--- config.mk ---
export PLATFORM = sky130hd
export DESIGN_NAME = tod_divider_chain
export DESIGN_NICKNAME = d
export VERILOG_FILES = /design/src/rtl/tod_pkg.sv /design/src/rtl/tod_mod_stage.sv /design/src/rtl/tod_div_pair.sv /design/src/rtl/tod_prescaler.sv /design/src/rtl/tod_divider_chain.sv
export SDC_FILE = /design/constraint.sdc
export NUM_CORES = 1
export LEC_CHECK = 0
export BUFFER_PORTS_ARGS = -buffer_cell sky130_fd_sc_hd__buf_2
export CAP_MARGIN = 15
export CORE_UTILIZATION = 30
export CTS_BUF_LIST = sky130_fd_sc_hd__clkbuf_4
export DETAILED_ROUTE_END_ITERATION = 12
export PLACE_DENSITY_LB_ADDON = 0.05
export SYNTH_ARGS = -nofsm -noshare
export SYNTH_HDL_FRONTEND = slang
export SYNTH_SLANG_ARGS = --single-unit
export TNS_END_PERCENT = 100
--- constraint.sdc ---
create_clock -name clk -period 2.1 [get_ports clk]
set_input_delay 0.42 -clock clk [delete_from_list [all_inputs] [get_ports clk]]
set_output_delay 0.42 -clock clk [all_outputs]
set_load 0.02 [all_outputs]
--- src/rtl/tod_pkg.sv ---
package tod_pkg;

  // Bits needed to hold values 0..mod (the terminal code included).
  function automatic int unsigned cnt_width(input int unsigned mod);
    int unsigned w;
    w = 1;
    while ((1 << w) <= mod) w++;
    return w;
  endfunction

  localparam int unsigned DIGIT_W   = 4;
  localparam int unsigned DECADE    = 10;

endpackage

--- src/rtl/tod_mod_stage.sv ---
module tod_mod_stage #(
  parameter int unsigned MOD = 10
) (
  input  logic       clk,
  input  logic       rst_n,
  input  logic       en_i,
  output logic       tick_o,
  output logic [3:0] cnt_o
);
  localparam int unsigned W = tod_pkg::cnt_width(MOD);
  localparam logic [W-1:0] TERM = W'(MOD);

  logic [W-1:0] cnt_q, cnt_d, inc;
  logic         hit_term;

  // next-state
  always_comb begin
    inc      = cnt_q + W'(1);
    hit_term = ((inc & TERM) == TERM);
    cnt_d    = cnt_q;
    if (en_i) cnt_d = hit_term ? '0 : inc;
  end

  assign tick_o = en_i & hit_term;
  assign cnt_o  = 4'(cnt_q);

  // register
  always_ff @(posedge clk or negedge rst_n) begin
    if (!rst_n) cnt_q <= '0;
    else        cnt_q <= cnt_d;
  end

  // count stays inside modulus
  a_r9_in_range: assert property (@(posedge clk) disable iff (!rst_n)
    cnt_q < TERM);
  // wrap lands on zero
  a_r9_wrap_zero: assert property (@(posedge clk) disable iff (!rst_n)
    tick_o |=> (cnt_q == '0));
  // idle cycles hold the count
  a_r8_hold: assert property (@(posedge clk) disable iff (!rst_n)
    !en_i |=> $stable(cnt_q));
  // output strobe lasts one cycle
  a_r10_one_cycle: assert property (@(posedge clk) disable iff (!rst_n)
    tick_o |=> !tick_o);

endmodule

--- src/rtl/tod_div_pair.sv ---
module tod_div_pair #(
  parameter int unsigned LO_MOD = 6,
  parameter int unsigned HI_MOD = 10
) (
  input  logic       clk,
  input  logic       rst_n,
  input  logic       en_i,
  output logic       tick_o,
  output logic [3:0] lo_o,
  output logic [3:0] hi_o
);
  logic lo_wrap;

  tod_mod_stage #(.MOD(LO_MOD)) u_lo (
    .clk(clk), .rst_n(rst_n), .en_i(en_i), .tick_o(lo_wrap), .cnt_o(lo_o)
  );

  tod_mod_stage #(.MOD(HI_MOD)) u_hi (
    .clk(clk), .rst_n(rst_n), .en_i(lo_wrap), .tick_o(tick_o), .cnt_o(hi_o)
  );

  // high stage only wraps on a strobe from the low stage
  a_r10_pair_order: assert property (@(posedge clk) disable iff (!rst_n)
    tick_o |-> lo_wrap);

endmodule

--- src/rtl/tod_prescaler.sv ---
module tod_prescaler #(
  parameter int unsigned DIGITS = 4
) (
  input  logic clk,
  input  logic rst_n,
  input  logic en_i,
  output logic tick_o
);
  localparam int unsigned DW = tod_pkg::DIGIT_W;

  logic [DIGITS:0] carry;
  assign carry[0] = en_i;

  for (genvar g = 0; g < DIGITS; g++) begin : g_digit
    logic [DW-1:0] dig_q, dig_d, inc;
    logic          term;

    always_comb begin
      inc   = dig_q + DW'(1);
      term  = inc[3] & inc[1];   // 1010 restart detect
      dig_d = dig_q;
      if (carry[g]) dig_d = term ? '0 : inc;
    end

    assign carry[g+1] = carry[g] & term;

    always_ff @(posedge clk or negedge rst_n) begin
      if (!rst_n) dig_q <= '0;
      else        dig_q <= dig_d;
    end

    // each prescale digit stays decimal
    a_r2_digit_range: assert property (@(posedge clk) disable iff (!rst_n)
      dig_q < DW'(tod_pkg::DECADE));
  end

  assign tick_o = carry[DIGITS];

endmodule

--- src/rtl/tod_divider_chain.sv ---
module tod_divider_chain #(
  parameter bit          PRESCALE_EN     = 1'b1,
  parameter int unsigned PRESCALE_DIGITS = 4,
  parameter int unsigned FRAC_LO         = 5,
  parameter int unsigned FRAC_HI         = 10,
  parameter int unsigned SEC_LO          = 6,
  parameter int unsigned SEC_HI          = 10,
  parameter int unsigned MIN_LO          = 6,
  parameter int unsigned MIN_HI          = 10,
  parameter int unsigned HOUR_LO         = 6,
  parameter int unsigned HOUR_HI         = 4
) (
  input  logic       clk,
  input  logic       rst_n,
  input  logic       ref_tick,
  output logic       tick_50hz,
  output logic       tick_sec,
  output logic       tick_min,
  output logic       tick_hour,
  output logic       tick_day,
  output logic [3:0] sec_lo,
  output logic [3:0] sec_hi,
  output logic [3:0] min_lo,
  output logic [3:0] min_hi,
  output logic [3:0] hour_lo,
  output logic [3:0] hour_hi
);
  logic [3:0] frac_lo, frac_hi;
  logic       frac_unused;

  if (PRESCALE_EN) begin : g_pre
    tod_prescaler #(.DIGITS(PRESCALE_DIGITS)) u_pre (
      .clk(clk), .rst_n(rst_n), .en_i(ref_tick), .tick_o(tick_50hz)
    );
  end else begin : g_bypass
    assign tick_50hz = ref_tick;
  end

  tod_div_pair #(.LO_MOD(FRAC_LO), .HI_MOD(FRAC_HI)) u_frac (
    .clk(clk), .rst_n(rst_n), .en_i(tick_50hz), .tick_o(tick_sec),
    .lo_o(frac_lo), .hi_o(frac_hi)
  );
  assign frac_unused = ^{frac_lo, frac_hi};

  tod_div_pair #(.LO_MOD(SEC_LO), .HI_MOD(SEC_HI)) u_sec (
    .clk(clk), .rst_n(rst_n), .en_i(tick_sec), .tick_o(tick_min),
    .lo_o(sec_lo), .hi_o(sec_hi)
  );

  tod_div_pair #(.LO_MOD(MIN_LO), .HI_MOD(MIN_HI)) u_min (
    .clk(clk), .rst_n(rst_n), .en_i(tick_min), .tick_o(tick_hour),
    .lo_o(min_lo), .hi_o(min_hi)
  );

  tod_div_pair #(.LO_MOD(HOUR_LO), .HI_MOD(HOUR_HI)) u_hour (
    .clk(clk), .rst_n(rst_n), .en_i(tick_hour), .tick_o(tick_day),
    .lo_o(hour_lo), .hi_o(hour_hi)
  );

  // each strobe only with the one below it
  a_r4_sec_chain: assert property (@(posedge clk) disable iff (!rst_n)
    tick_sec |-> tick_50hz);
  a_r5_min_chain: assert property (@(posedge clk) disable iff (!rst_n)
    tick_min |-> tick_sec);
  a_r6_hour_chain: assert property (@(posedge clk) disable iff (!rst_n)
    tick_hour |-> tick_min);
  a_r7_day_chain: assert property (@(posedge clk) disable iff (!rst_n)
    tick_day |-> tick_hour);
  // no reference strobe, no 50 Hz strobe
  a_r8_idle: assert property (@(posedge clk) disable iff (!rst_n)
    !ref_tick |-> !tick_50hz);

endmodule

* Yosys cells after proc, flatten, opt, wreduce, memory -nomap -nowiden
Index checks and enable logic that the tools add are counted.
Widths: inputs -> output; s select.
** Storage, ports and cells
- Flip-flop bits (word level) :: 43
- Logic and storage cells :: 59
- Input port bits :: 3
- Output and inout port bits :: 29
** Operators by class
- Eq/ne operators :: 7
- Muxes and demuxes :: 12
- Add/sub/neg operators :: 12
- Bitwise operators :: 16
** Operators by type and width (number)
- $add 4x1->4 const B :: 7
- $mux 4 :: 7
- $and 1x1->1 :: 16
- $add 3x1->3 const B :: 5
- $eq 2x2->1 const B :: 7
- $mux 3 :: 4
- $mux 2 :: 1

* Longest topological paths before layout
- Depth after elaboration :: 14
- Mapped depth :: 7
- Depth with buffers taken out :: 6

* Modules after synthesis
Synthesis repeated with hierarchy kept, for this count alone.
** Second synthesis, totals
- Cell total of the unflattened synthesis :: 253
- Area total of the unflattened synthesis :: 2602.5 µm²
** Modules (own cells, without submodules)
- tod_prescaler :: cells an instance 103, seq. area each 400.4 µm², area an instance 1043.5 µm², instances 1
- tod_mod_stage (u_frac.u_hi ...) :: cells an instance 25, seq. area each 100.1 µm², area an instance 254.0 µm², instances 3
- tod_mod_stage (u_hour.u_lo ...) :: cells an instance 16, seq. area each 75.1 µm², area an instance 168.9 µm², instances 3
- tod_mod_stage (u_frac.u_lo) :: cells an instance 17, seq. area each 75.1 µm², area an instance 170.2 µm², instances 1
- tod_mod_stage (u_hour.u_hi) :: cells an instance 10, seq. area each 50.0 µm², area an instance 120.1 µm², instances 1

* Worst setup path after synthesis
Ideal clock, no wire load.
- Kind :: register -> output
- Start point :: register g_pre.u_pre.g_digit[3].dig_q[0]
- End point :: output tick_day
- Cell stages (with the launch flop) :: 8
- Data required time :: 1.680 ns
- Data arrival time :: 2.354 ns
- Path slack :: -0.674 ns
- Buffers on the path :: 1
- Path through :: dfrtp_1 -> ha_1 -> nand3b_1 -> nor3b_4 -> o2111a_1 -> buf_4 -> nand2_1 -> nor4_1
** Between the ends
- Cells in the longest elaborated chain, start to end :: 11
** RTL lines
- start, declared :: RTL line tod_prescaler.sv:15 : logic [DW-1:0] dig_q, dig_d, inc;
- start signal, assigned :: RTL line tod_prescaler.sv:29 : else dig_q <= dig_d;
- $add 4x1->4 :: RTL line tod_prescaler.sv:19 : inc = dig_q + DW'(1);
- $and 1x1->1 :: RTL line tod_prescaler.sv:20 : term = inc[3] & inc[1];
- $and 1x1->1 :: RTL line tod_prescaler.sv:25 : assign carry[g+1] = carry[g] & term;
- $and 1x1->1 (8 in a row) :: RTL line tod_mod_stage.sv:24 : assign tick_o = en_i & hit_term;
- end, declared :: RTL line tod_divider_chain.sv:20 : output logic tick_day,
Every way passes these cells.

* Worst setup path after layout
Same ends and word-level chain as after synthesis.

==> flow_metrics.py <==
metrics = {
    "setup_path": {
        "cpLargestDelayFamily": "simple AND/OR/NAND/NOR gates",
        "cp_slowest_cell": "dfrtp_2",
        "cpPeakStageDelay_ns": 0.45,
        "worstPathCellList": "ha_4 > nand3b_1 > nor3b_4 > o2111a_1 > buf_12 > nand2_4 > nor4_4 > buf_4",
        "r2r_start": "g_pre.u_pre.g_digit[3].dig_q[0]",
        "r2r_setup_slack_ns": -0.16,
        "critPathArrivalTime_ns": 2.22,
        "critPathKind": "reg -> out",
        "cp-start-kind": "flop",
        "crit_path_end_kind": "output port",
        "rr_worst_depth": 7,
        "crit_path_max_fanout": 6,
        "crit_buf_inv": 2,
        "r2r_end": "u_min.u_hi.cnt_o[0]",
        "cp.required_ns": 1.68,
    },
    "yosys": {
        "synthFlopType": "dfrtp_1",
        "postSynth.asyncResetShare_pct": 100,
        "yosysUniqueCellTypes": 52,
        "synth_cells": 277,
        "synth_top_cell_area_share_pct": 39.1,
        "yosysWarnings": 0,
        "synth_area_um2": 2690,
        "synth_edf_count": 0,
        "ys_ff_latch": 42,
        "yosys.area.top_type": "dfrtp_1",
        "yosysSeqAreaShare_pct": 39.1,
        "ys_top_cells_by_area": "dfrtp_1 (39%), ha_1 (5.6%), o21ai_0 (4.5%)",
        "synth.avg_cell_area_um2": 9.71,
    },
    "timing": {
        "min_period_ns": 2.64,
        "final_hold_viol_count": 0,
        "slew_violations": 0,
        "fin_skew_ns": 0.0236,
        "tns_ns": -3.11,
        "slew_headroom_pct": 51.6,
        "grt_setup_unrepaired": "true",
        "fin_ws_ns": -0.536,
        "tightest_slew_ns": 0.726,
        "setup-violations-final": 20,
        "max_freq_mhz": 379,
        "fin_crit_sh_pct": 126,
    },
    "grt": {
        "grt_pass1_vias": 2369,
        "antenna_found_initial": 0,
        "grt_overflow": 0,
        "grt_use_total_pct": 14.3,
        "grt_max_degree": 29,
        "grt_pass1_wl_mm": 11.0,
    },
    "cts": {
        "cts_sinks": 42,
        "holdBufCountCts": 0,
        "clock_latency_ns": 0.36,
        "h-tree-depth": 2,
        "cts_root_buf": "clkbuf_4",
        "path_clk_slew_ns": 0.14,
        "cts_buffers": 5,
        "cts_tree": "yes",
        "clockBufferDepth": 2,
    },
    "placed_design": {
        "dp_hpwl_mm": 4.60,
        "dp.cells": 470,
        "gp_congestion": 0.732,
        "numPortBuffers": 26,
        "placed_area_um2": 3470,
    },
    "finish": {
        "layout.cells.non_filler": 487,
        "finish.utilization_pct": 44.9,
        "syn2layout_area_growth_pct": 45.7,
        "finalNetCount": 393,
        "final_cell_area_um2": 3920,
        "antenna_cells": 0,
        "drive_gt1_share_pct": 43.5,
    },
    "detailed_routing": {
        "drc": 0,
        "avgRoutedWirePerCell_um": 13.1,
        "drt_wl_total_mm": 6.36,
        "dr.pass1.iters": 5,
        "routed_via_density": 4.79,
        "drt_iter0_drc": 56,
        "drt.antenna.violating_nets": 0,
        "num_vias": 2333,
    },
    "floorplanning": {
        "die_area_um2": 9350,
        "core_um2": 8720,
        "die_h_um": 96.7,
        "rows": 34,
        "die_w_um": 96.7,
        "boundaryPins": 32,
        "start_util_pct": 30.8,
    },
    "power_and_ir_drop": {
        "p_int_w": 0.00154,
        "p_leak_nw": 1.87,
        "power_w": 0.00232,
        "clkPwrFrac_pct": 17.4,
        "switching_share_pct": 33.3,
        "sequentialPowerShare_pct": 41.9,
        "peakVddDrop_mv": 0.403,
        "p_switching_w": 0.000772,
        "pwr-share-comb_pct": 40.7,
        "power.density_nw_per_um2": 591,
    },
    "run_status": {
        "violations": "setup timing",
        "status": "finished, violations left",
    },
    "hold_path": {
        "holdCritPathClass": "in -> async",
    },
    "run": {
        "maxCapViolCount": 0,
    },
}
state kept, by name (all words and copies together) (netlist names):
name	flops
g_pre.u_pre.g_digit.dig_q	16
u_frac.u_hi.cnt_o	4
u_frac.u_lo.cnt_q	3
u_hour.u_hi.cnt_q	2
u_hour.u_lo.cnt_q	3
u_min.u_hi.cnt_o	4
u_min.u_lo.cnt_q	3
u_sec.u_hi.cnt_o	4
u_sec.u_lo.cnt_q	3
how the worst max path moves through the flow:
stage                                                from       end  slack (ns)  cells after the start
after global placement    g_pre.u_pre.g_digit[3].dig_q[0]  tick_day       -0.14                      8
after CTS                 g_pre.u_pre.g_digit[3].dig_q[0]  tick_day       -0.56                      8
after detailed placement  g_pre.u_pre.g_digit[3].dig_q[0]  tick_day       -0.16                      8
after global routing      g_pre.u_pre.g_digit[3].dig_q[0]  tick_day       -0.69                      8
final                     g_pre.u_pre.g_digit[3].dig_q[0]  tick_day       -0.54                      8
after floorplan           g_pre.u_pre.g_digit[3].dig_q[1]  tick_day       -0.12                      7
worst reg2reg max path, delay by kind of cell (launching register included):
family          cells  cell delay [ns]
compound gates      1             0.14
fa+ha+maj           1             0.27
buf+inv             1             0.15
flops               1             0.45
mux                 1             0.27
simple gates        3             0.85
cell usage in the layout (no fill, tap or decap), types with 7 or more instances in the layout:
cell type,netlist,routed
xor2_1,7,7
mux2i_1,8,7
inv_1,11,8
mux2_4,2,10
ha_1,12,7
nor2_1,19,19
buf_6,2,16
buf_4,7,59
nand2_1,25,22
buf_2,0,21
dfrtp_1,42,40
o21ai_0,24,17
nand3_1,11,8
nand2b_1,8,8
metrics by stage:
stage                     setup slack [ns]  hold slack (ns)
final                               -0.536           0.0943
after global routing                -0.691            0.129
after CTS                           -0.558            0.120
after detailed placement            -0.162            0.511
after global placement              -0.142            0.506
after floorplan                     -0.121            0.124
logic make-up after synthesis:
kind of cell,after synthesis,synth area share (%)
AND/OR/NAND/NOR,108,22.2
AO/OA/AOI/OAI,59,15.0
flip-flops,42,39.1
multiplexers,24,10.5
buffers and inverters,22,4.60
adder cells (fa/ha/maj),12,5.58
XOR/XNOR,9,2.93
other,1,0.139
cell usage after synthesis (4+ instances only):
cell,instances
dfrtp_1,42
nand2_1,25
o21ai_0,24
nor2_1,19
ha_1,12
inv_1,11
nand3_1,11
o31ai_1,9
mux2i_1,8
nand2b_1,8
buf_4,7
mux2_1,7
xor2_1,7
and3_1,6
nor2b_1,6
and2_1,5
mux2_2,5
a21oi_1,4
a22o_1,4
and3_2,4
nor4_1,4
power by group through the flow:
stage	registers [W]	logic (W)	clock network, W
floorplan	0.000976	0.000466	0
global placement	0.000960	0.000822	0
detailed placement	0.000963	0.000822	0
CTS	0.000954	0.000930	0.000425
global route	0.000981	0.00107	0.000453
finish	0.000969	0.000943	0.000403
final cells by class:
| cell class | count | area (um^2) |
|---|---|---|
| tap | 108 | 135 |
| inverter | 11 | 41.3 |
| clock buffer | 5 | 37.5 |
| multi-input combinational | 217 | 1820 |
| fill | 830 | 4800 |
| clock inverter | 3 | 11.3 |
| sequential | 42 | 1050 |
| timing repair buffer | 101 | 823 |
routing by layer:
| metal | up-vias | GRT usage, % | wire, um | part of all wire (%) |
|---|---|---|---|---|
| li1 | 1192 | - | - | - |
| met1 | 1105 | 19.4 | 3290 | 52 |
| met2 | 29 | 22.8 | 2800 | 44 |
| met3 | 7 | 2.96 | 172 | 2.7 |
| met4 | 0 | 4.36 | 96 | 1.5 |
| met5 | - | 0 | 0 | 0 |
repair_timing:
action | 4_1_cts | 5_1_grt
gates resized for setup | 45 | 31
pin swaps | 12 | 11
endpoints found under the setup margin | 21 | 30
setup buffers | 47 | 7
Power figures use the tool's default switching activity.
